## src/rtl/bcd_div_pkg.sv

```systemverilog
package bcd_div_pkg;

  // Per-edge command from the control half to the digit register.
  typedef struct packed {
    logic loadNow;   // take the preset value
    logic stepNow;   // move one count down
  } digitCmd_t;

endpackage

```

## src/rtl/bcd_div_datapath.sv

```systemverilog
module bcd_div_datapath
  import bcd_div_pkg::*;
#(
  parameter int DIGIT_W = 4,
  parameter int RADIX   = 10
) (
  input  logic               clk,
  input  logic               clearAsync,
  input  digitCmd_t          cmd,
  input  logic [DIGIT_W-1:0] loadVal,
  output logic [DIGIT_W-1:0] digit,
  output logic               atZero,
  output logic               atOne
);

  localparam int FULL_SPAN = 1 << DIGIT_W;

  logic [DIGIT_W-1:0] stepVal;

  // Down-step value: a full binary radix wraps naturally, otherwise
  // zero and any out-of-range code both fold to the top digit.
  generate
    if (RADIX == FULL_SPAN) begin : g_natWrap
      always_comb stepVal = digit - DIGIT_W'(1);
    end else begin : g_clampWrap
      localparam logic [DIGIT_W-1:0] TOP_DIGIT = DIGIT_W'(RADIX - 1);
      always_comb begin
        if (digit == '0 || digit > TOP_DIGIT) stepVal = TOP_DIGIT;
        else                                  stepVal = digit - DIGIT_W'(1);
      end
    end
  endgenerate

  always_ff @(posedge clk or posedge clearAsync) begin
    if (clearAsync)       digit <= '0;
    else if (cmd.loadNow) digit <= loadVal;
    else if (cmd.stepNow) digit <= stepVal;
  end

  always_comb begin
    atZero = (digit == '0);
    atOne  = (digit == DIGIT_W'(1));
  end

endmodule

```

## src/rtl/bcd_div_ctrl.sv

```systemverilog
module bcd_div_ctrl
  import bcd_div_pkg::*;
(
  input  logic      loadEn,
  input  logic      clkHold,
  input  logic      chainIn,
  input  logic      atZero,
  input  logic      atOne,
  output digitCmd_t cmd,
  output logic      zeroOut
);

  logic nextIsZero;

  always_comb begin
    // Preset wins over the inhibit; the inhibit only stops stepping.
    cmd.loadNow = loadEn;
    cmd.stepNow = !loadEn && !clkHold;
    // Terminal count: the digit that the coming counting edge would reach.
    nextIsZero  = clkHold ? atZero : atOne;
    zeroOut     = chainIn && nextIsZero;
  end

endmodule

```

## src/rtl/bcd_divider_stage.sv

```systemverilog
module bcd_divider_stage #(
  parameter int DIGIT_W = 4,
  parameter int RADIX   = 10
) (
  input  logic               clk,
  input  logic               clearAsync,
  input  logic               clkHold,
  input  logic               loadEn,
  input  logic [DIGIT_W-1:0] presetVal,
  input  logic               chainIn,
  output logic [DIGIT_W-1:0] countOut,
  output logic               zeroOut
);

  bcd_div_pkg::digitCmd_t cmd;
  logic atZero;
  logic atOne;

  bcd_div_ctrl u_ctrl (
    .loadEn  (loadEn),
    .clkHold (clkHold),
    .chainIn (chainIn),
    .atZero  (atZero),
    .atOne   (atOne),
    .cmd     (cmd),
    .zeroOut (zeroOut)
  );

  bcd_div_datapath #(
    .DIGIT_W (DIGIT_W),
    .RADIX   (RADIX)
  ) u_dp (
    .clk        (clk),
    .clearAsync (clearAsync),
    .cmd        (cmd),
    .loadVal    (presetVal),
    .digit      (countOut),
    .atZero     (atZero),
    .atOne      (atOne)
  );

endmodule

```

## config.mk

```make
export PLATFORM = sky130hd
export DESIGN_NAME = bcd_divider_stage
export DESIGN_NICKNAME = d
export VERILOG_FILES = /design/src/rtl/bcd_div_pkg.sv /design/src/rtl/bcd_div_datapath.sv /design/src/rtl/bcd_div_ctrl.sv /design/src/rtl/bcd_divider_stage.sv
export SDC_FILE = /design/constraint.sdc
export NUM_CORES = 1
export LEC_CHECK = 0
export BUFFER_PORTS_ARGS = -buffer_cell sky130_fd_sc_hd__buf_4
export CORE_AREA = 3 3 40 42
export CTS_CLUSTER_SIZE = 8
export DETAILED_ROUTE_END_ITERATION = 10
export DIE_AREA = 0 0 43 45
export SLEW_MARGIN = 20
export SYNTH_ARGS = -nofsm -noshare
export SYNTH_HDL_FRONTEND = slang
export SYNTH_SLANG_ARGS = --single-unit
```

## constraint.sdc

```tcl
create_clock -name clk -period 2.7 [get_ports clk]
set_input_delay 0.27 -clock clk [delete_from_list [all_inputs] [get_ports clk]]
set_output_delay 0.27 -clock clk [all_outputs]
set_load 0.02 [all_outputs]
```

==> results.py <==
metrics = {
    "pwr": {
        "ir_worst_vdd_uv": 209,
        "pwr_per_cell_area_mw_per_mm2": 517,
        "p_leak_nw": 0.208,
        "total_power_of_the_final_layout_uw": 230,
    },
    "clock_network": {
        "clock_tree.buffer_depth": 2,
        "clock_sinks": 4,
        "tritoncts.num_buffers": 3,
        "clkTransAtPathRegs_ns": 0.04,
        "cts-root-buf": "sky130_fd_sc_hd__clkbuf_4",
        "cts_tree": "built",
        "max_h_tree_level": 1,
        "cts_resized": 0,
        "clock_latency_ns": 0.24,
    },
    "cells_and_area": {
        "nNetsFinal": 63,
        "multiInputGateArea_sq_um": 181,
        "largest_register_ffs": 4,
        "fill_cells": 136,
        "area_growth_pct": 48.3,
        "seq_area_sq_um": 100,
        "largest-register": "u_dp.digit",
        "top_regs": "u_dp.digit: 4 flops",
        "total_inserted_antenna_cells": 0,
        "layout-drive-gt1-share": 0.360,
    },
    "global_routing": {
        "grt_pass1_wl_um": 1240,
        "overflow": 0,
        "largest_net_degree_at_the_start_of_global_routing": 11,
        "antenna_found_initial": 0,
        "grt_usage": 0.0927,
        "first_global_vias": 310,
    },
    "sta": {
        "setup_total_negative_slack_ns": 0,
        "slew_headroom": 0.782,
        "finalHoldViolations": 0,
        "tightest_slew_ns": 0.327,
        "final.setup.worst_slack_ns": 0.850,
        "max_clock_freq_mhz": 541,
        "fin_crit_sh": 0.685,
        "drv_slew": 0,
        "hold-worst-slack_ns": 0.286,
        "shortest_clock_period_the_worst_path_allows_after_layout_ns": 1.85,
        "finalClockSkew_ns": 0.00265,
        "setup_viol": 0,
        "grt_setup_unrepaired": "no",
    },
    "status": {
        "outcome": "finished clean",
    },
    "placed_design": {
        "buffer_ports.inserted": 13,
        "gp_congestion": 0.711,
        "dpl.hpwl_um": 551,
        "post-place-ws_ns": 1.08,
    },
    "floorplan": {
        "die_outline_height_um": 45,
        "top_level_ports": 14,
        "die_width_um": 43,
        "num_rows": 13,
        "floorplan.initialDensity": 0.234,
        "fp.dieArea_sq_mm": 0.00194,
        "core_area_sq_mm": 0.00128,
    },
    "critical_path": {
        "critical_path.max_fanout": 7,
        "worst_setup_path_end_kind": "primary output",
        "path_class": "reg2out",
        "cp_data_arrival_time_ns": 1.58,
        "critPathSlowestCell": "sky130_fd_sc_hd__dfrtp_1",
        "startpoint_type": "register",
        "worst_path_largest_cell_delay_ns": 0.42,
        "cp_data_required_time_ns": 2.43,
        "critical_path.cell_chain": "inv_1 > ha_1 > mux2i_1 > nor4b_1 > buf_4",
    },
    "detailed_routing": {
        "vias_per_cell": 4.92,
        "drt_drc_violations_left": 0,
        "vias": 320,
        "ant_nets": 0,
        "avgRoutedWirePerCell_um": 11.2,
        "drt_pass1_iterations": 4,
        "wirelength_um": 729,
        "initialDrtViolationCount": 8,
    },
    "synthesis": {
        "synth-main-ff-cell": "sky130_fd_sc_hd__dfrtp_1",
        "netlist_top_cells_count": "sky130_fd_sc_hd__nor2_1 (5), sky130_fd_sc_hd__dfrtp_1 (4), sky130_fd_sc_hd__inv_1 (4), sky130_fd_sc_hd__nor2b_1 (3)",
        "syn_avg_cell_area_sq_um": 8.83,
        "post-synth-top-count-cell": "sky130_fd_sc_hd__nor2_1",
        "synth_top_cell_by_area": "sky130_fd_sc_hd__dfrtp_1",
        "asyncSetResetFlopFracSynth": 1.00,
        "synth_edf_count": 0,
        "synth_cell_types": 20,
        "syn_inst": 34,
        "ys_top_cells_by_area": "sky130_fd_sc_hd__dfrtp_1 (33%), sky130_fd_sc_hd__ha_1 (8.3%), sky130_fd_sc_hd__nor2_1 (6.3%)",
        "yosysWarnings": 0,
        "postSynthNetCount": 45,
        "ys_seq_area_frac": 0.333,
        "netlist_area_before_placement_sq_um": 300,
        "synth_seq_cells": 4,
        "synth_top_area_share": 0.333,
    },
    "worst_hold_path": {
        "worstHoldPathType": "in2reg",
    },
    "job": {
        "cap_viol_max_count": 0,
    },
}
## per-stage QoR
| stage | utilization | cell area [sq um] | instances |
|---|---|---|---|
| 6_report | 0.347 | 445 | 65 |
| 5_1_grt | 0.347 | 445 | 65 |
| 4_1_cts | 0.347 | 445 | 65 |
| 3_5_place_dp | 0.321 | 413 | 61 |
| 3_3_place_gp | 0.321 | 413 | 61 |
| 2_1_floorplan | - | 300 | 34 |
## cell families after synthesis
group	Yosys count	synth area share
simple gates	12	0.213
mux	1	0.0333
flops	4	0.333
buf+inv	5	0.0625
fa+ha+maj	2	0.0833
compound gates	10	0.275
## routing by layer
layer | vias up | routed length (um) | GRT usage
met4 | 0 | 0 | 0.0542
li1 | 159 | - | -
met2 | 18 | 270 | 0.105
met5 | - | 0 | 0
met3 | 0 | 107 | 0.0797
met1 | 143 | 352 | 0.114
## cells in the final DEF, fill, tap and decap left out, types with 2 or more instances in the layout
master                     instances
sky130_fd_sc_hd__ha_1              2
sky130_fd_sc_hd__nor2_1            5
sky130_fd_sc_hd__inv_1             4
sky130_fd_sc_hd__nor2b_1           3
sky130_fd_sc_hd__o21bai_1          2
sky130_fd_sc_hd__dfrtp_1           4
sky130_fd_sc_hd__clkbuf_4          3
sky130_fd_sc_hd__buf_4            13
## final cells by class
type / count / share of cell area
clock buffer: 3 / 0.0506
inverter: 4 / 0.0337
sequential: 4 / 0.225
multi-input combinational: 25 / 0.407
timing repair buffer: 14 / 0.242
tap: 15 / 0.0421
## worst max-delay path: cells and delay by family, from the launching register on
| family | cells | cell delay (ns) |
|---|---|---|
| DFF | 1 | 0.42 |
| buffers and inverters | 2 | 0.30 |
| adders and majority gates | 1 | 0.26 |
| and+or+nand+nor | 1 | 0.25 |
| muxes | 1 | 0.11 |
## final timing paths
kind / startpoint / slack, ns / depth (start not counted) / endpoint
worst max-delay path: u_dp.digit[1] / 0.85 / 5 / zeroOut
worst max register to register: u_dp.digit[0] / 1.06 / 5 / u_dp.digit[0]
worst min register to register: u_dp.digit[2] / 0.62 / 2 / u_dp.digit[2]
min in group asynchronous: clearAsync / 0.47 / 3 / u_dp.digit[1]
max in group asynchronous: clearAsync / 2.08 / 3 / u_dp.digit[3]
worst min-delay path: clkHold / 0.29 / 2 / u_dp.digit[0]
## power breakdown
part	internal, mW	switching, mW
logic	0.0366	0.0367
clock network	0.0499	0.0274
registers	0.0672	0.0126
## repair_timing
item                                    4_1_cts  5_1_grt
hold buffers                                  1        0
endpoints found under the setup margin        0        0
setup buffers                                 0        0
endpoints found under the hold margin         4        0
Power figures use the tool's default switching activity.
